## src/rtl/sru_pkg.sv

```systemverilog
`timescale 1ns/1ps
package sru_pkg;
  typedef enum logic [1:0] {
    ST_IDLE = 2'd0,
    ST_ACC  = 2'd1,
    ST_RND  = 2'd2
  } sru_state_e;
endpackage

```

## src/rtl/sru_ctrl.sv

```systemverilog
`timescale 1ns/1ps
module sru_ctrl
  import sru_pkg::*;
(
  input  logic       clk_i,
  input  logic       rst_ni,
  input  logic       start_i,
  input  logic       opnd_valid_i,
  input  logic       last_i,
  output sru_state_e state_o,
  output logic       clear_o,
  output logic       add_o,
  output logic       latch_o,
  output logic       ready_o
);
  sru_state_e state_q, state_d;

  always_comb begin
    state_d = state_q;
    unique case (state_q)
      ST_IDLE: if (start_i) state_d = ST_ACC;
      ST_ACC:  if (opnd_valid_i && last_i) state_d = ST_RND;
      ST_RND:  state_d = ST_IDLE;
      default: state_d = ST_IDLE;
    endcase
  end

  always_ff @(posedge clk_i or negedge rst_ni) begin
    if (!rst_ni) state_q <= ST_IDLE;
    else         state_q <= state_d;
  end

  assign ready_o = (state_q == ST_IDLE);
  assign clear_o = ready_o && start_i;
  assign add_o   = (state_q == ST_ACC) && opnd_valid_i;
  assign latch_o = (state_q == ST_RND);
  assign state_o = state_q;
endmodule

```

## src/rtl/sru_accum.sv

```systemverilog
`timescale 1ns/1ps
module sru_accum #(
  parameter int OPND_W   = 8,
  parameter int NUM_OPND = 4,
  parameter int ACC_W    = OPND_W + $clog2(NUM_OPND),
  parameter int CNT_W    = $clog2(NUM_OPND)
) (
  input  logic              clk_i,
  input  logic              rst_ni,
  input  logic              clear_i,
  input  logic              add_i,
  input  logic [OPND_W-1:0] opnd_i,
  output logic [ACC_W-1:0]  acc_o,
  output logic [CNT_W-1:0]  cnt_o,
  output logic              last_o
);
  localparam logic [CNT_W-1:0] LAST_IDX = CNT_W'(NUM_OPND - 1);

  logic [ACC_W-1:0] acc_q;
  logic [CNT_W-1:0] cnt_q;

  always_ff @(posedge clk_i or negedge rst_ni) begin
    if (!rst_ni) begin
      acc_q <= '0;
      cnt_q <= '0;
    end else if (clear_i) begin
      acc_q <= '0;
      cnt_q <= '0;
    end else if (add_i) begin
      acc_q <= acc_q + {{(ACC_W-OPND_W){1'b0}}, opnd_i};
      cnt_q <= cnt_q + CNT_W'(1);
    end
  end

  assign acc_o  = acc_q;
  assign cnt_o  = cnt_q;
  assign last_o = (cnt_q == LAST_IDX);
endmodule

```

## src/rtl/sru_round.sv

```systemverilog
`timescale 1ns/1ps
module sru_round #(
  parameter int ACC_W = 10,
  parameter int SHIFT = 3,
  parameter int RES_W = ACC_W - SHIFT + 1
) (
  input  logic [ACC_W-1:0] acc_i,
  output logic [RES_W-1:0] res_o
);
  generate
    if (SHIFT == 0) begin : g_pass
      assign res_o = RES_W'(acc_i);
    end else begin : g_shift
      localparam logic [SHIFT-1:0] RND_LIM = SHIFT'((1 << (SHIFT - 1)) - 1);
      logic [ACC_W-SHIFT-1:0] quo;
      logic [SHIFT-1:0]       rem;
      logic                   inc;
      assign quo   = acc_i[ACC_W-1:SHIFT];
      assign rem   = acc_i[SHIFT-1:0];
      assign inc   = (rem > RND_LIM);  // half-up
      assign res_o = RES_W'(quo) + RES_W'(inc);
    end
  endgenerate
endmodule

```

## src/rtl/sum_round_unit.sv

```systemverilog
`timescale 1ns/1ps
module sum_round_unit
  import sru_pkg::*;
#(
  parameter int OPND_W   = 8,
  parameter int NUM_OPND = 4,
  parameter int SHIFT    = 3,
  localparam int ACC_W   = OPND_W + $clog2(NUM_OPND),
  localparam int CNT_W   = $clog2(NUM_OPND),
  localparam int RES_W   = ACC_W - SHIFT + 1
) (
  input  logic              clk_i,
  input  logic              rst_ni,
  input  logic              start_i,
  output logic              ready_o,
  input  logic [OPND_W-1:0] opnd_i,
  input  logic              opnd_valid_i,
  output logic [RES_W-1:0]  result_o
);
  sru_state_e       state_q;
  logic             clear, add, latch, last;
  logic [ACC_W-1:0] acc_q;
  logic [CNT_W-1:0] cnt_q;
  logic [RES_W-1:0] rnd, res_q;

  sru_ctrl u_ctrl (
    .clk_i(clk_i), .rst_ni(rst_ni), .start_i(start_i),
    .opnd_valid_i(opnd_valid_i), .last_i(last), .state_o(state_q),
    .clear_o(clear), .add_o(add), .latch_o(latch), .ready_o(ready_o)
  );

  sru_accum #(.OPND_W(OPND_W), .NUM_OPND(NUM_OPND), .ACC_W(ACC_W), .CNT_W(CNT_W)) u_accum (
    .clk_i(clk_i), .rst_ni(rst_ni), .clear_i(clear), .add_i(add),
    .opnd_i(opnd_i), .acc_o(acc_q), .cnt_o(cnt_q), .last_o(last)
  );

  sru_round #(.ACC_W(ACC_W), .SHIFT(SHIFT), .RES_W(RES_W)) u_round (
    .acc_i(acc_q), .res_o(rnd)
  );

  always_ff @(posedge clk_i or negedge rst_ni) begin
    if (!rst_ni)    res_q <= '0;
    else if (latch) res_q <= rnd;
  end

  assign result_o = res_q;
endmodule

```

## config.mk

```make
export PLATFORM = sky130hd
export DESIGN_NAME = sum_round_unit
export DESIGN_NICKNAME = d
export VERILOG_FILES = /design/src/rtl/sru_pkg.sv /design/src/rtl/sru_ctrl.sv /design/src/rtl/sru_accum.sv /design/src/rtl/sru_round.sv /design/src/rtl/sum_round_unit.sv
export SDC_FILE = /design/constraint.sdc
export NUM_CORES = 1
export LEC_CHECK = 0
export ABC_AREA = 1
export CAP_MARGIN = 20
export CORE_MARGIN = 10
export CORE_UTILIZATION = 67
export CTS_CLUSTER_DIAMETER = 40
export DETAILED_ROUTE_END_ITERATION = 10
export DONT_BUFFER_PORTS = 1
export GPL_ROUTABILITY_DRIVEN = 0
export GPL_TIMING_DRIVEN = 1
export PLACE_DENSITY = 0.83
export SLEW_MARGIN = 20
export SYNTH_ARGS = -nofsm -noshare
export SYNTH_HDL_FRONTEND = slang
export SYNTH_HIERARCHICAL = 1
export SYNTH_SLANG_ARGS = --single-unit
```

## constraint.sdc

```tcl
create_clock -name clk_i -period 3.6 [get_ports clk_i]
set_input_delay 0.36 -clock clk_i [delete_from_list [all_inputs] [get_ports clk_i]]
set_output_delay 0.36 -clock clk_i [all_outputs]
set_load 0.02 [all_outputs]
```

==> results.yml, run 1 <==
worst_setup_path:
  crit_type: "flip-flop to flip-flop"
  r2r_slack_ns: 1.75
  crit_family: "flip-flops"
  worst-path-buf-inv: 0
  critPathMaxFanout: 7
  r2r_cells: 6
  cp.arrival_ns: 2.06
  endpoint_kind: "flip-flop"
  critPathLaunchType: "flip-flop"
  crit_top_cell: "a21oi_1"
  r2r-start: "u_accum/acc_o[5]"
  cp_cell_sequence: "ha_1 -> a21oi_1 -> or2_0 -> nand3_1 -> a21oi_1 -> nor2_1"
  reg2reg_to: "u_accum/acc_o[8]"
  slowest_delay_ns: 0.49
  cp_slowest_cell: "dfrtp_1"
  critical_path_required_ns: 3.81
final_layout:
  area_growth_pct: 3.389
  nets: 219
  fillerInstances: 149
  layout_commonest_cell: "nand2_1"
  mostFrequentLayoutCells: "nand2_1, dfrtp_1, inv_1"
  diodes: 0
  layout-drive-gt1-share: 0.07216
yosys:
  synth_cells: 192
  syn_area_per_cell_um2: 7.501
  synth_cell_types: 26
  syn-cell-area_um2: 1440
  synth_edf_count: 0
  ys.flop_type: "dfrtp_1"
  yosysWarnings: 6
  ys_ff_latch: 22
  async_flop_share: 1.000
  synth_nets: 216
  yosysSeqAreaShare: 0.3823
route:
  vias: 1243
  drc: 0
  antenna_left: 0
  first_pass_iters: 4
  drtIter0Drc: 108
  drt-wirelength-per-cell_um: 14.52
  viasPerCell: 5.624
  routed_wl_um: 3208
global_route:
  grt_overflow: 0
  grt_pass1_wl_um: 5485
  grt_max_degree: 23
  first_global_vias: 1210
  track_usage: 0.1574
  antenna_found_initial: 0
timing:
  rsz0062_at_grt: "false"
  tns_ns: 0
  hold_viol: 6
  slew_viol_final: 0
  setup_viol: 0
  period_needed_ns: 1.849
  finClkSkew_ns: 0.002686
  worstMarginPinSlew_ns: 0.5415
  min_period_over_period: 0.5137
  slew_headroom: 0.6377
  hold_slack_ns: -0.004041
  clock.fmax_ghz: 0.5408
  setup_ws_ns: 1.751
power:
  power_frac_comb: 0.492
  leakage_nw: 0.8263
  p_clk_frac: 0.109
  seqPwrFrac: 0.399
  intPower_uw: 638.8
  peakVddDrop_mv: 0.5591
  switching_share: 0.4867
  power_density_nw_per_um2: 835.8
  p_sw_uw: 605.6
cts:
  h-tree-depth: 1
  cts_repair_resize_count: 0
  clk_pin_slew_ns: 0.12
  clkSinkCount: 22
  cts_tree: "yes"
  cts_max_path_buffers: 2
  insertion_delay_ns: 0.30
  cts_buffers: 3
  clockRootBuffer: "clkbuf_4"
  cts_setup_buffers: 0
placement:
  place_ws_ns: 1.814
  dp_hpwl_um: 2622
  io_buffers: 0
floorplanning:
  die_area_um2: 4404
  die_height_um: 66.36
  io_pins: 21
  start_util: 0.7194
  core-area_um2: 2002
  die_x_um: 66.36
  rows: 16
status:
  status: "finished with violations"
  violations: "negative hold slack"
job:
  max-cap-violations: 0
min_path:
  hp-class: "primary input to async pin"
==> repair_timing <==
item                                    4_1_cts  5_1_grt
hold buffers                                  1        0
endpoints found under the hold margin        22        0
endpoints found under the setup margin        0        0
==> how the worst max path moves through the flow <==
stage | startpoint | to | slack, ns | cells past startpoint
6_report | u_accum/acc_o[5] | u_accum/acc_o[8] | 1.75 | 6
5_1_grt | u_accum/acc_o[0] | u_accum/acc_o[8] | 1.63 | 11
4_1_cts | u_accum/acc_o[0] | u_accum/acc_o[8] | 1.78 | 11
3_5_place_dp | u_accum/acc_o[0] | u_accum/acc_o[8] | 1.81 | 11
3_3_place_gp | opnd_i[0] | u_accum/acc_o[8] | 1.85 | 11
2_1_floorplan | opnd_i[0] | u_accum/acc_o[8] | 2.01 | 11
==> final cells by class <==
type / instances / area (µm²) / share of cell area
sequential: 22 / 550.5 / 0.3697
clock buffer: 4 / 36.28 / 0.02437
tap: 27 / 33.78 / 0.02269
inverter: 23 / 86.33 / 0.05798
timing repair buffer: 1 / 5.005 / 0.003361
multi-input combinational: 144 / 777.0 / 0.5218
==> power groups by stage <==
stage               registers, mW  clock network (mW)  logic, mW
finish                      0.496               0.136      0.613
detailed placement          0.504                   0      0.594
global route                0.514               0.151      0.697
CTS                         0.499               0.140      0.605
global placement            0.494                   0      0.567
floorplan                   0.464                   0      0.494
==> state kept, by name, indices dropped and copies added (netlist names) <==
signal and count:
result_o 8, u_ctrl/state_o 2, u_accum/cnt_o 2, u_accum/acc_o 10
==> cell usage after synthesis (2+ instances only) <==
| cell type | number | share of area |
|---|---|---|
| nand4_1 | 3 | 0.013 |
| buf_6 | 2 | 0.016 |
| inv_1 | 22 | 0.057 |
| a22o_1 | 2 | 0.012 |
| a21oi_1 | 6 | 0.021 |
| xnor2_1 | 2 | 0.012 |
| nor2_1 | 14 | 0.036 |
| o21bai_1 | 2 | 0.010 |
| o21ai_1 | 2 | 0.0070 |
| xor2_1 | 3 | 0.018 |
| nand3_2 | 2 | 0.014 |
| nor2_2 | 4 | 0.017 |
| dfrtp_1 | 22 | 0.38 |
| nand2_1 | 68 | 0.18 |
| ha_1 | 11 | 0.096 |
| nand3_1 | 15 | 0.052 |
| o21ai_0 | 3 | 0.010 |
==> cell families after synthesis <==
| logic type | Yosys count | share of synthesized area |
|---|---|---|
| AOI/OAI and AO/OA | 18 | 0.07646 |
| buffers and inverters | 26 | 0.07819 |
| DFF | 22 | 0.3823 |
| and+or+nand+nor | 109 | 0.3232 |
| xor gates and xnor gates | 5 | 0.03041 |
| adders and majority gates | 12 | 0.1095 |
==> per-stage QoR <==
step	total power [mW]	std cells	util	instance area [µm²]	hold WS, ns
after floorplan	0.9580	192	-	1440	0.06441
after global placement	1.061	216	0.7231	1448	0.06539
after detailed placement	1.099	216	0.7231	1448	0.06540
after CTS	1.244	221	0.7463	1494	0.1662
after global routing	1.362	221	0.7438	1489	0.01023
final	1.244	221	0.7438	1489	-0.004041
==> metal layers <==
metal  global-route usage  vias up  wire length [µm]
met1               0.1813      576              1352
met4              0.04188        0                 8
met5                    0        -                 0
met2               0.2823       51              1643
met3              0.03559        2               204
li1                     -      614                 -
Power figures use the tool's default switching activity.
==> run 2, diff against run 1 <==
--- a/config.mk
+++ b/config.mk
@@ -8,13 +8,13 @@
 export ABC_AREA = 1
 export CAP_MARGIN = 20
 export CORE_MARGIN = 10
-export CORE_UTILIZATION = 67
+export CORE_UTILIZATION = 62
 export CTS_CLUSTER_DIAMETER = 40
 export DETAILED_ROUTE_END_ITERATION = 10
 export DONT_BUFFER_PORTS = 1
 export GPL_ROUTABILITY_DRIVEN = 0
 export GPL_TIMING_DRIVEN = 1
-export PLACE_DENSITY = 0.83
+export PLACE_DENSITY = 0.78
 export SLEW_MARGIN = 20
 export SYNTH_ARGS = -nofsm -noshare
 export SYNTH_HDL_FRONTEND = slang
==> constraint.sdc (replaced) <==
create_clock -name clk_i -period 1.89 [get_ports clk_i]
set_input_delay 0.189 -clock clk_i [delete_from_list [all_inputs] [get_ports clk_i]]
set_output_delay 0.189 -clock clk_i [all_outputs]
set_load 0.02 [all_outputs]
==> run 2 against run 1 <==
The flow now finishes without violations. Combinational power rose by 88%. Count of clock-buffer cells in the layout fell by 1. Sequential power rose by 87%. Via count fell by 3.0%. Clock power rose to 2.7 times the previous value. Flip-flop and latch count did not move. Sequential share of layout area fell by 1.3 points. Clock skew rose by 0.0013 ns. Final cell count rose by 1.8%. Total power rose by 96%.
==> results.yml, run 2 (same netlist as run 1, synthesis figures left out) <==
cts:
  cts_tree: "yes"
  clk_pin_slew_ns: 0.13
  insertion_delay_ns: 0.31
  cts_max_path_buffers: 2
  cts_buffers: 3
  clockRootBuffer: "clkbuf_4"
  h-tree-depth: 1
  clkSinkCount: 22
  cts_setup_buffers: 0
final_layout:
  fin_cells: 225
  final_util: 0.6980
  layout_commonest_cell: "nand2_1"
  area_growth_pct: 7.211
  fillerInstances: 184
  largest_register_ffs: 10
  mostFrequentLayoutCells: "nand2_1, dfrtp_1, inv_1"
  nets: 222
  layout-drive-gt1-share: 0.08629
  diodes: 0
  finish.instance_area_um2: 1544
placement:
  io_buffers: 0
  dpl-instance-area_um2: 1464
  place_ws_ns: 0.1646
  dp.cells: 219
  dp_hpwl_um: 2396
route:
  drc: 0
  first_pass_iters: 4
  routed_wl_um: 2969
  drtIter0Drc: 91
  antenna_left: 0
  drt-wirelength-per-cell_um: 13.20
  vias: 1206
  viasPerCell: 5.360
power:
  total_power_mw: 2.440
  peakVddDrop_mv: 0.9771
  power_density_nw_per_um2: 1581
  leakage_nw: 0.8496
floorplanning:
  die_height_um: 68.20
  start_util: 0.6510
  die_area_um2: 4651
  core-area_um2: 2212
  io_pins: 21
  rows: 17
  die_x_um: 68.20
timing:
  rsz0062_at_grt: "false"
  period_needed_ns: 1.748
  setup_ws_ns: 0.1416
  slew_headroom: 0.6275
  finClkSkew_ns: 0.004000
  hold_slack_ns: 0.02126
  min_period_over_period: 0.9251
  worstMarginPinSlew_ns: 0.5568
  clock.fmax_ghz: 0.5720
  slew_viol_final: 0
  hold_viol: 0
  setup_viol: 0
  tns_ns: 0
worst_setup_path:
  cp.arrival_ns: 1.96
  critPathLaunchType: "flip-flop"
  r2r_slack_ns: 0.14
  endpoint_kind: "flip-flop"
  crit_type: "flip-flop to flip-flop"
  critical_path_required_ns: 2.10
  critPathMaxFanout: 3
global_route:
  track_usage: 0.1391
  first_global_vias: 1196
  antenna_found_initial: 0
  grt_max_degree: 23
  grt_pass1_wl_um: 5099
  grt_overflow: 0
min_path:
  hp-class: "primary input to flip-flop"
job:
  max-cap-violations: 0
status:
  status: "complete, no violations"
run 2: changes by cell type in the layout (fill, tap and decap cells not counted):
cell / before / now
bufinv_16: 0 / 1
buf_8: 0 / 1
buf_2: 1 / 0
dlygate4sd3_1: 0 / 1
buf_4: 0 / 2
ha_1: 11 / 10
clkbuf_8: 1 / 0
ha_2: 0 / 1
run 2: routing by layer:
metal	share of wire	track usage	vias to the layer above
li1	-	-	624
met1	0.40	0.1607	553
met2	0.51	0.2442	25
met3	0.075	0.03752	4
met4	0.0091	0.04271	0
met5	0	0	-
run 2: final timing paths:
check,end,depth (start not counted),from
min,u_ctrl/state_o[0],2,start_i
max in group asynchronous,result_o[1],2,rst_ni
max reg2reg,u_accum/acc_o[8],11,u_accum/acc_o[0]
min in group asynchronous,u_accum/acc_o[5],1,rst_ni
min reg2reg,u_accum/cnt_o[0],1,u_accum/cnt_o[0]
max,u_accum/acc_o[8],11,u_accum/acc_o[0]
run 2: power breakdown:
| part | switching, mW | internal [mW] |
|---|---|---|
| sequential | 0.266 | 0.663 |
| combinational | 0.695 | 0.454 |
| clock | 0.148 | 0.214 |
run 2: what timing repair did:
| item | 4_1_cts | 5_1_grt |
|---|---|---|
| resized for setup | 0 | 1 |
| endpoints found under the hold margin | 22 | 0 |
| endpoints found under the setup margin | 0 | 1 |
| hold buffers | 1 | 0 |
run 2: area by class of cell:
type                    instances  area [µm²]  share of cell area
well taps                      28       35.03             0.02269
repair buffers                  4       40.04             0.02593
multi-input cells             144       779.5              0.5049
flip-flops and latches         22       550.5              0.3566
clock buffers                   3       22.52             0.01459
inverters                      23       86.33             0.05592
clock inverters                 1       30.03             0.01945
run 2: critical path: stages (launching register included):
cell	delay, ns
dfrtp_1	0.38
ha_2	0.20
inv_1	0.05
fa_1	0.39
inv_1	0.09
nand3_1	0.06
nand2_1	0.11
nand2_1	0.07
nand3_1	0.11
nand3_1	0.08
nand2_1	0.07
nor2_1	0.04
